`src/rtl/vga_ag_pkg.sv`:
```
package vga_ag_pkg;

  typedef enum logic [1:0] {
    UNIT_BYTE  = 2'd0,
    UNIT_WORD  = 2'd1,
    UNIT_DWORD = 2'd2
  } addr_unit_e;

  // Doubleword selection wins over the byte/word choice.
  function automatic addr_unit_e pick_unit(input logic sel_dword, input logic sel_byte);
    if (sel_dword)     return UNIT_DWORD;
    else if (sel_byte) return UNIT_BYTE;
    else               return UNIT_WORD;
  endfunction

  // Left shift that turns the row pitch into a stride (K = 2, 4, 8).
  function automatic logic [1:0] unit_shift(input addr_unit_e u);
    case (u)
      UNIT_DWORD: return 2'd3;
      UNIT_WORD:  return 2'd2;
      default:    return 2'd1;
    endcase
  endfunction

endpackage

```
`src/rtl/vga_row_seq.sv`:
```
module vga_row_seq
  import vga_ag_pkg::*;
#(
  parameter int ADDR_W = 16,
  parameter int OFF_W  = 8,
  parameter int SCAN_W = 5,
  parameter int LINE_W = 10,
  parameter int PAN_W  = 2
) (
  input  logic              clk,
  input  logic              rst_n,
  input  logic              run,
  input  logic              frame_start,
  input  logic              line_start,
  input  logic [ADDR_W-1:0] start_addr,
  input  logic [OFF_W-1:0]  line_offset,
  input  addr_unit_e        unit,
  input  logic [SCAN_W-1:0] preset_scan,
  input  logic [SCAN_W-1:0] max_scan,
  input  logic              dbl_scan,
  input  logic              scan_half,
  input  logic [LINE_W-1:0] line_cmp,
  input  logic [PAN_W-1:0]  byte_pan,
  output logic              load_en,
  output logic [ADDR_W-1:0] load_val,
  output logic [SCAN_W-1:0] scan_row
);

  logic [ADDR_W-1:0] base_q, base_nxt, base_adv, stride;
  logic [SCAN_W-1:0] rs_q, rs_nxt, rs_adv;
  logic [LINE_W-1:0] lc_q, lc_nxt, lc_inc;
  logic              dbl_q, dbl_nxt, hp_q, hp_nxt;
  logic              step_ok, adv, row_end, split_hit;

  assign lc_inc    = lc_q + 1'b1;
  assign split_hit = (lc_inc == line_cmp);
  assign step_ok   = ~dbl_scan | dbl_q;
  assign adv       = step_ok & (~scan_half | hp_q);
  assign row_end   = (rs_q == max_scan);
  assign stride    = ADDR_W'(line_offset) << unit_shift(unit);
  assign base_adv  = (adv && row_end) ? base_q + stride : base_q;
  assign rs_adv    = adv ? (row_end ? '0 : rs_q + 1'b1) : rs_q;

  always_comb begin
    base_nxt = base_q;
    rs_nxt   = rs_q;
    lc_nxt   = lc_q;
    dbl_nxt  = dbl_q;
    hp_nxt   = hp_q;
    if (frame_start) begin
      base_nxt = start_addr;
      rs_nxt   = preset_scan;
      lc_nxt   = '0;
      dbl_nxt  = 1'b0;
      hp_nxt   = 1'b0;
    end else if (line_start) begin
      lc_nxt = lc_inc;
      if (split_hit) begin
        base_nxt = '0;
        rs_nxt   = '0;
        dbl_nxt  = 1'b0;
        hp_nxt   = 1'b0;
      end else begin
        base_nxt = base_adv;
        rs_nxt   = rs_adv;
        dbl_nxt  = dbl_scan & ~dbl_q;
        hp_nxt   = (step_ok & scan_half) ? ~hp_q : hp_q;
      end
    end
  end

  assign load_en  = run & (frame_start | line_start);
  assign load_val = base_nxt + ADDR_W'(byte_pan);
  assign scan_row = rs_q;

  always_ff @(posedge clk or negedge rst_n) begin
    if (!rst_n) begin
      base_q <= '0;
      rs_q   <= '0;
      lc_q   <= '0;
      dbl_q  <= 1'b0;
      hp_q   <= 1'b0;
    end else if (!run) begin
      base_q <= '0;
      rs_q   <= '0;
      lc_q   <= '0;
      dbl_q  <= 1'b0;
      hp_q   <= 1'b0;
    end else begin
      base_q <= base_nxt;
      rs_q   <= rs_nxt;
      lc_q   <= lc_nxt;
      dbl_q  <= dbl_nxt;
      hp_q   <= hp_nxt;
    end
  end

endmodule

```
`src/rtl/vga_char_ctr.sv`:
```
module vga_char_ctr #(
  parameter int ADDR_W = 16
) (
  input  logic              clk,
  input  logic              rst_n,
  input  logic              run,
  input  logic              load_en,
  input  logic [ADDR_W-1:0] load_val,
  input  logic              char_tick,
  input  logic              char_half,
  output logic [ADDR_W-1:0] char_addr
);

  logic [ADDR_W-1:0] ca_q;
  logic              cp_q;

  always_ff @(posedge clk or negedge rst_n) begin
    if (!rst_n) begin
      ca_q <= '0;
      cp_q <= 1'b0;
    end else if (!run) begin
      ca_q <= '0;
      cp_q <= 1'b0;
    end else if (load_en) begin
      ca_q <= load_val;
      cp_q <= 1'b0;
    end else if (char_tick) begin
      if (!char_half || cp_q) ca_q <= ca_q + 1'b1;
      if (char_half) cp_q <= ~cp_q;
    end
  end

  assign char_addr = ca_q;

endmodule

```
`src/rtl/vga_addr_remap.sv`:
```
module vga_addr_remap
  import vga_ag_pkg::*;
#(
  parameter int ADDR_W = 16,
  parameter int SCAN_W = 5
) (
  input  addr_unit_e        unit,
  input  logic              wrap_hi,
  input  logic              bank0_n,
  input  logic              bank1_n,
  input  logic [ADDR_W-1:0] char_addr,
  input  logic [SCAN_W-1:0] scan_row,
  output logic [ADDR_W-1:0] mem_addr
);

  localparam int BANK0_BIT = 13;
  localparam int BANK1_BIT = 14;

  logic [ADDR_W-1:0] rot;
  logic              word_lsb;

  assign word_lsb = wrap_hi ? char_addr[ADDR_W-1] : char_addr[BANK0_BIT];

  always_comb begin
    case (unit)
      UNIT_WORD:  rot = {char_addr[ADDR_W-2:0], word_lsb};
      UNIT_DWORD: rot = {char_addr[ADDR_W-3:0], char_addr[ADDR_W-1:ADDR_W-2]};
      default:    rot = char_addr;
    endcase
    mem_addr = rot;
    if (!bank0_n) mem_addr[BANK0_BIT] = scan_row[0];
    if (!bank1_n) mem_addr[BANK1_BIT] = scan_row[1];
  end

endmodule

```
`src/rtl/vga_fetch_addr.sv`:
```
module vga_fetch_addr
  import vga_ag_pkg::*;
#(
  parameter int ADDR_W = 16,
  parameter int OFF_W  = 8,
  parameter int SCAN_W = 5,
  parameter int LINE_W = 10,
  parameter int PAN_W  = 2
) (
  input  logic              clk,
  input  logic              rst_n,
  input  logic              frame_start,
  input  logic              line_start,
  input  logic              char_tick,
  input  logic [ADDR_W-1:0] start_addr,
  input  logic [OFF_W-1:0]  line_offset,
  input  logic [SCAN_W-1:0] preset_scan,
  input  logic [PAN_W-1:0]  byte_pan,
  input  logic [SCAN_W-1:0] max_scan,
  input  logic              dbl_scan,
  input  logic              sel_dword,
  input  logic              sel_byte,
  input  logic              wrap_hi,
  input  logic              bank0_n,
  input  logic              bank1_n,
  input  logic              scan_half,
  input  logic              char_half,
  input  logic              run,
  input  logic [LINE_W-1:0] line_cmp,
  output logic              fetch_valid,
  output logic [ADDR_W-1:0] fetch_addr,
  output logic [SCAN_W-1:0] scan_row
);

  addr_unit_e        unit;
  logic              load_en, issue;
  logic [ADDR_W-1:0] load_val, char_addr, mem_addr;
  logic [SCAN_W-1:0] rs;

  assign unit  = pick_unit(sel_dword, sel_byte);
  assign issue = run & char_tick & ~frame_start & ~line_start;

  vga_row_seq #(
    .ADDR_W(ADDR_W), .OFF_W(OFF_W), .SCAN_W(SCAN_W), .LINE_W(LINE_W), .PAN_W(PAN_W)
  ) u_rows (
    .clk(clk), .rst_n(rst_n), .run(run),
    .frame_start(frame_start), .line_start(line_start),
    .start_addr(start_addr), .line_offset(line_offset), .unit(unit),
    .preset_scan(preset_scan), .max_scan(max_scan), .dbl_scan(dbl_scan),
    .scan_half(scan_half), .line_cmp(line_cmp), .byte_pan(byte_pan),
    .load_en(load_en), .load_val(load_val), .scan_row(rs)
  );

  vga_char_ctr #(.ADDR_W(ADDR_W)) u_chars (
    .clk(clk), .rst_n(rst_n), .run(run),
    .load_en(load_en), .load_val(load_val),
    .char_tick(issue), .char_half(char_half),
    .char_addr(char_addr)
  );

  vga_addr_remap #(.ADDR_W(ADDR_W), .SCAN_W(SCAN_W)) u_map (
    .unit(unit), .wrap_hi(wrap_hi), .bank0_n(bank0_n), .bank1_n(bank1_n),
    .char_addr(char_addr), .scan_row(rs), .mem_addr(mem_addr)
  );

  always_ff @(posedge clk or negedge rst_n) begin
    if (!rst_n) begin
      fetch_valid <= 1'b0;
      fetch_addr  <= '0;
    end else begin
      fetch_valid <= issue;
      if (issue) fetch_addr <= mem_addr;
    end
  end

  assign scan_row = rs;

endmodule

```
`config.mk`:
```
export PLATFORM = sky130hd
export DESIGN_NAME = vga_fetch_addr
export DESIGN_NICKNAME = d
export VERILOG_FILES = /design/src/rtl/vga_ag_pkg.sv /design/src/rtl/vga_row_seq.sv /design/src/rtl/vga_char_ctr.sv /design/src/rtl/vga_addr_remap.sv /design/src/rtl/vga_fetch_addr.sv
export SDC_FILE = /design/constraint.sdc
export NUM_CORES = 1
export LEC_CHECK = 0
export ABC_AREA = 1
export BUFFER_PORTS_ARGS = -buffer_cell sky130_fd_sc_hd__buf_2
export CELL_PAD_IN_SITES_DETAIL_PLACEMENT = 0
export CELL_PAD_IN_SITES_GLOBAL_PLACEMENT = 1
export CORE_UTILIZATION = 44
export CTS_CLUSTER_SIZE = 24
export DETAILED_ROUTE_END_ITERATION = 10
export GPL_ROUTABILITY_DRIVEN = 0
export PLACE_DENSITY = 0.87
export SLEW_MARGIN = 0
export SYNTH_ARGS = -nofsm -noshare
export SYNTH_HDL_FRONTEND = slang
export SYNTH_SLANG_ARGS = --single-unit
```
`constraint.sdc`:
```
create_clock -name clk -period 7.7 [get_ports clk]
set_input_delay 1.54 -clock clk [delete_from_list [all_inputs] [get_ports clk]]
set_output_delay 1.54 -clock clk [all_outputs]
set_load 0.03 [all_outputs]
```
Word level (Yosys, flattened, before mapping)
Index checks and enable logic that the tools add are counted.
{ "classes": {"div_mod_pow": 0, "eq_ne": 10, "n_mul": 0, "addsub": 5, "shift": 1, "muxes": 38, "n_bitwise": 17, "reduce_logical": 7, "magnitude_cmp": 0} }
{ "ops": {"columns": ["cell", "count"], "rows": [
  ["16-bit 2-to-1 mux", 9],
  ["16-bit one-hot mux with 2 select lines", 1],
  ["10-bit 2-to-1 mux", 3],
  ["5-bit 2-to-1 mux", 6],
  ["1-bit 2-to-1 mux", 17],
  ["16-bit by 1-bit adder with 16-bit output, second input constant", 1],
  ["16-bit adder", 1],
  ["16-bit by 2-bit adder with 16-bit output", 1],
  ["8-bit by 2-bit left shift with 16-bit output", 1],
  ["10-bit by 1-bit adder with 10-bit output, second input constant", 1],
  ["10-bit == test", 1],
  ["4-bit by 2-bit != test with 1-bit output, second input constant", 2],
  ["2-bit AND reduction", 4],
  ["1-bit bitwise AND", 7],
  ["1-bit NOT", 7],
  ["3-bit by 1-bit != test with 1-bit output, second input constant", 2],
  ["5-bit by 1-bit adder with 5-bit output, second input constant", 1],
  ["5-bit == test", 1],
  ["2-bit one-hot mux with 2 select lines", 1],
  ["3-bit by 2-bit != test with 1-bit output, second input constant", 1],
  ["3-bit != test, second input constant", 1],
  ["1-bit OR", 3],
  ["2-bit by 1-bit == test with 1-bit output, second input constant", 1],
  ["2-bit == test, second input constant", 1],
  ["4 further kinds", 4]
]} }
{ "totals": {"ramBits": 0, "ff_bits": 67, "romBits": 0, "wordCells": 87, "latchBits": 0, "output_inout_bits": 22, "in_bits": 60, "n_memories": 0} }

Logic depth before layout (Yosys ltp)
{ "logic_depth": {"word_depth": 13, "mapped_depth": 27, "ltp_nobuf": 26} }

Hierarchy
From an unflattened synthesis, not the netlist that was laid out.
{ "hier_totals": {"hier_cells": 990, "area_unflattened_um2": 6296.0} }
{ "modules_own_cells": {"columns": ["mod", "area_per_inst_um2", "cells_each", "seq_area_each_um2", "instances"], "rows": [
  ["vga_row_seq", 3847.4, 644, 825.8, 1],
  ["vga_char_ctr", 1208.7, 184, 425.4, 1],
  ["vga_fetch_addr", 711.9, 74, 425.4, 1],
  ["vga_addr_remap", 528.0, 88, 0.0, 1]
]} }

Worst setup path before layout
No wires, ideal clock.
{ "synth_path": {"path_type": "in2reg", "from": "input sel_dword", "to": "register u_chars.ca_q[15], in the netlist u_chars.char_addr[15]", "required_ns": 7.623, "setup_time_ns": 0.077, "stages": 21, "n_path_buf": 1, "arrival_time_ns": 4.171, "slack_ns": 3.452, "path_cell_list": "nor2_1 -> inv_1 -> clkbuf_1 -> o211ai_1 -> ha_1 -> nand2_1 -> inv_1 -> a21oi_1 -> nand2_1 -> xor2_1 -> a21oi_1 -> nand3_1 -> nand2_1 -> nand2_1 -> nor2_2 -> nand2_1 -> nor2_1 -> nand2_1 -> nand2_1 -> nand3_1 -> a21oi_1"} }
{ "synth_via": {"elab_chain_len": 12, "elab_cells_between_ends": 13, "classes_between": "add/sub (2); eq/ne (2); shift (1); mux (8)"} }
{ "synth_rtl": {"columns": ["element", "line", "text"], "rows": [
  ["start: declaration", "vga_fetch_addr.sv:21", "input logic sel_dword,"],
  ["2-bit 2-to-1 mux (*)", "vga_ag_pkg.sv:11", "if (sel_dword) return UNIT_DWORD;"],
  ["2-bit by 1-bit == test with 1-bit output or 2-bit == test (tied branches)", "vga_ag_pkg.sv:18", "case (u)"],
  ["2-bit one-hot mux with 2 select lines (*)", "vga_ag_pkg.sv:18", null],
  ["8-bit by 2-bit left shift with 16-bit output (*)", "vga_row_seq.sv:40", "assign stride = ADDR_W'(line_offset) << unit_shift(unit);"],
  ["16-bit adder (*)", "vga_row_seq.sv:41", "assign base_adv = (adv && row_end) ? base_q + stride : base_q;"],
  ["16-bit 2-to-1 mux (*)", "vga_row_seq.sv:41", null],
  ["16-bit 2-to-1 mux (*)", "vga_row_seq.sv:58", "if (split_hit) begin"],
  ["16-bit 2-to-1 mux (*)", "vga_row_seq.sv:56", "end else if (line_start) begin"],
  ["16-bit 2-to-1 mux (*)", "vga_row_seq.sv:50", "if (frame_start) begin"],
  ["16-bit by 2-bit adder with 16-bit output (*)", "vga_row_seq.sv:73", "assign load_val = base_nxt + ADDR_W'(byte_pan);"],
  ["16-bit 2-to-1 mux (*)", "vga_char_ctr.sv:24", "end else if (load_en) begin"],
  ["16-bit 2-to-1 mux (*)", "vga_char_ctr.sv:21", "end else if (!run) begin"],
  ["end signal: assignment", "vga_char_ctr.sv:25", "ca_q <= load_val;"],
  ["end signal: assignment", "vga_char_ctr.sv:28", "if (!char_half || cp_q) ca_q <= ca_q + 1'b1;"],
  ["end: declaration", "vga_char_ctr.sv:14", "logic [ADDR_W-1:0] ca_q;"]
]} }
Mark *: on every way between the ends. The rest lies on a longest branch, timed or not.
A chain may end at the register's enable or synchronous reset.

Final worst setup path
Ends and elaborated chain as after synthesis.

==> out/results.txt <==
Drt drc: 0
R2r startpoint: u_rows.lc_q[0]
Syn nets: 939
Post-synthesis sequential area ratio: 0.303
# rows: 40
Fraction of layout cells with a size suffix above 1: 0.162
Largest cells by area after synthesis: dfrtp_1 30%, nand2_1 16%, inv_1 7.9%
Antenna violations before repair: 0
Final Skew: 0.00340 ns
Max-Slew Margin vs Limit: 0.402
Synth warnings: 0
Hold crit path type: flop to flop
Yosys cell types: 46
Tmin final: 5.16 ns
Root Buffer: clkbuf_16
Nature of the critical path endpoint: flop
Die area: 13000 sq um
Reg clk slew, reported paths: 0.05 ns
Max Freq: 194 MHz
Post-detailed-placement cell area: 6080 sq um
Clock share of power: 0.372
H-tree Lvls: 3
First-pass GRT wire length: 26000 microns
Starting Density: 0.456
Primary FF master, synth: dfrtp_1
Filler cells: 1338
Max-slew violations: 0
Setup bufs post-CTS: 0
Clock sink count: 67
Vias in the first global route: 5284
CTS tree: built
Initial DRT Pass Iterations: 5
Worst-skew pair later-pin latency: 0.34 ns
Switching portion of total power: 0.335
Sequential Area: 1680 sq um
Final wirelength: 15900 microns
Pin slew with the least headroom to its limit: 0.897 ns
Vias/cell: 5.23
Placement-stage worst setup slack: 2.28 ns
Worst r2r path cells: 22
Max-cap violations: 0
Cell Pwr Density: 174 nW/um^2
CTS Buf Count: 9
Worst-case clock buffer depth: 2
Crit path required time: 7.97 ns
TNS Setup: 0 ns
Period utilization: 0.670
Switching power: 0.371 mW
Hold_buf cts: 0
Area of the multi-input gates: 3260 sq um
Iter 0 DRT Violations: 521
VDD IR max: 0.0000982 V
Vias: 5797
Fin worst setup slack: 2.54 ns
Combinational power share: 0.258
Worst Hold Slack: 0.466 ns
Hold depth: 2
Hpwl dp: 12100 microns
Util after Layout: 0.526
Final instance area: 6370 sq um
Type of origin of the critical path: input pin
Number of port buffers: 81
# setup viols final: 0
Hold_sp: fetch_addr[3]
Largest net degree at the start of global routing: 68
Die Span X: 114 microns
Flop pwr share: 0.369
LEAKAGE: 3.30 nW
Final antenna-violating net count: 0
Mapped Avg Cell Area: 6.44 sq um
Share of the synthesized area in the top cell type: 0.303
Resize count post-CTS: 0
Crit path DAT: 5.42 ns
Io pins: 82
Area Growth Syn to Fin: 15.3%
Total grt overflow: 0
Crit. Startpoint: sel_dword
Core area: 12100 sq um
Final hold violation count: 0
Post-synthesis cell count: 858
CP max FO: 23
GRT Util Overall: 0.257
Area leader, netlist: dfrtp_1
Status: finished clean
Synthesized cell area: 5530 sq um
Cell Int Power: 0.737 mW
Count of state elements after synthesis: 67
Ys async rst share: 1.00
ANT cells: 0
Fin nets: 1016
Post-synth EDFFs: 0
RSZ-0062 raised after global routing: false
Drt wl/cell: 14.3 microns
Die H: 114 microns
Crit path kind: input pin to flop
==> cells in the mapped netlist (7+ instances only) <==
master / count
o21ai_0: 49
o21ai_1: 7
xor2_1: 7
a21oi_1: 41
nand2_1: 235
nor3_1: 7
inv_2: 12
nand2_2: 15
nor2_1: 93
clkbuf_1: 14
inv_1: 116
dfrtp_1: 67
nand3_1: 57
a31oi_1: 8
o22ai_1: 22
nand4_1: 10
nand3_2: 7
ha_1: 19
==> sequential cells by signal, indices dropped and copies added, names as in the netlist <==
register / cells
fetch_addr: 16
fetch_valid: 1
u_chars.char_addr: 16
u_chars.cp_q: 1
u_rows.base_q: 16
u_rows.dbl_q: 1
u_rows.hp_q: 1
u_rows.lc_q: 10
u_rows.scan_row: 5
==> path summary, 6_finish.rpt <==
path,to,slack (ns)
max reg2reg,u_chars.char_addr[12],4.42
min,fetch_addr[3],0.47
min reg2reg,fetch_addr[3],0.47
min in group asynchronous,fetch_valid,1.39
max in group asynchronous,fetch_addr[15],5.70
max,u_chars.char_addr[15],2.54
==> layout by cell type (no fill, tap or decap), types with 7 or more instances in the layout <==
| cell | count |
|---|---|
| a31oi_1 | 8 |
| o22ai_1 | 22 |
| inv_1 | 116 |
| clkbuf_16 | 9 |
| a21oi_1 | 41 |
| nand3_2 | 7 |
| o21ai_1 | 7 |
| dfrtp_1 | 67 |
| nand4_1 | 10 |
| xor2_1 | 7 |
| o21ai_0 | 49 |
| buf_2 | 81 |
| nand2_1 | 235 |
| nor2_1 | 93 |
| nor3_1 | 7 |
| nand3_1 | 57 |
| ha_1 | 19 |
| inv_2 | 12 |
| nand2_2 | 15 |
==> cell families (layout without fill, tap and decap cells) <==
group,after synthesis,count (layout),synth area share
buf+inv,152,234,0.106
other cells,1,1,0.000678
fa+ha+maj,21,21,0.0502
xor+xnor,11,11,0.0174
flops,67,67,0.303
compound gates,153,153,0.160
simple gates,453,453,0.362
==> per-stage QoR <==
stage / power [mW] / instances
finish: 1.11 / 1108
global placement: 0.699 / 1092
floorplan: 0.606 / 858
detailed placement: 0.699 / 1092
CTS: 1.12 / 1108
global route: 1.17 / 1108
==> routing by layer <==
metal	part of all wire	vias to the layer above	track usage	wire, microns
met2	0.45	148	0.404	7180
met3	0.050	24	0.0476	786
li1	-	2937	-	-
met5	0	-	0	0
met1	0.48	2688	0.358	7630
met4	0.017	0	0.0779	276
==> final cells by class <==
type / instances / area share
Inverter: 133 / 0.0783
Tap cell: 168 / 0.0330
Sequential cell: 67 / 0.263
Multi-Input combinational cell: 639 / 0.512
Clock buffer: 14 / 0.0399
Clock inverter: 2 / 0.00550
Timing Repair Buffer: 85 / 0.0683
==> critical path, stage by stage <==
cell     delay (ns)
buf_2          0.13
inv_1          0.45
nand2_1        0.61
nor2_1         0.32
inv_1          0.10
fa_1           0.44
inv_1          0.12
nand3_1        0.08
nand3_1        0.14
nand2_1        0.07
nand2_1        0.08
xor2_1         0.07
a21oi_1        0.12
nand3_1        0.09
nand2_1        0.07
nand2_1        0.13
nor2_2         0.18
nand2_1        0.11
nor2_1         0.24
nand2_1        0.08
nand2_1        0.06
nand3_1        0.06
a21oi_1        0.13
==> power groups by stage <==
stage	Clock [mW]	Combinational (mW)	Sequential (mW)
finish	0.412	0.286	0.409
global route	0.434	0.320	0.414
global placement	0	0.284	0.414
floorplan	0	0.160	0.446
CTS	0.423	0.286	0.409
detailed placement	0	0.284	0.415
No activity file was read; power rests on OpenSTA's default activity.
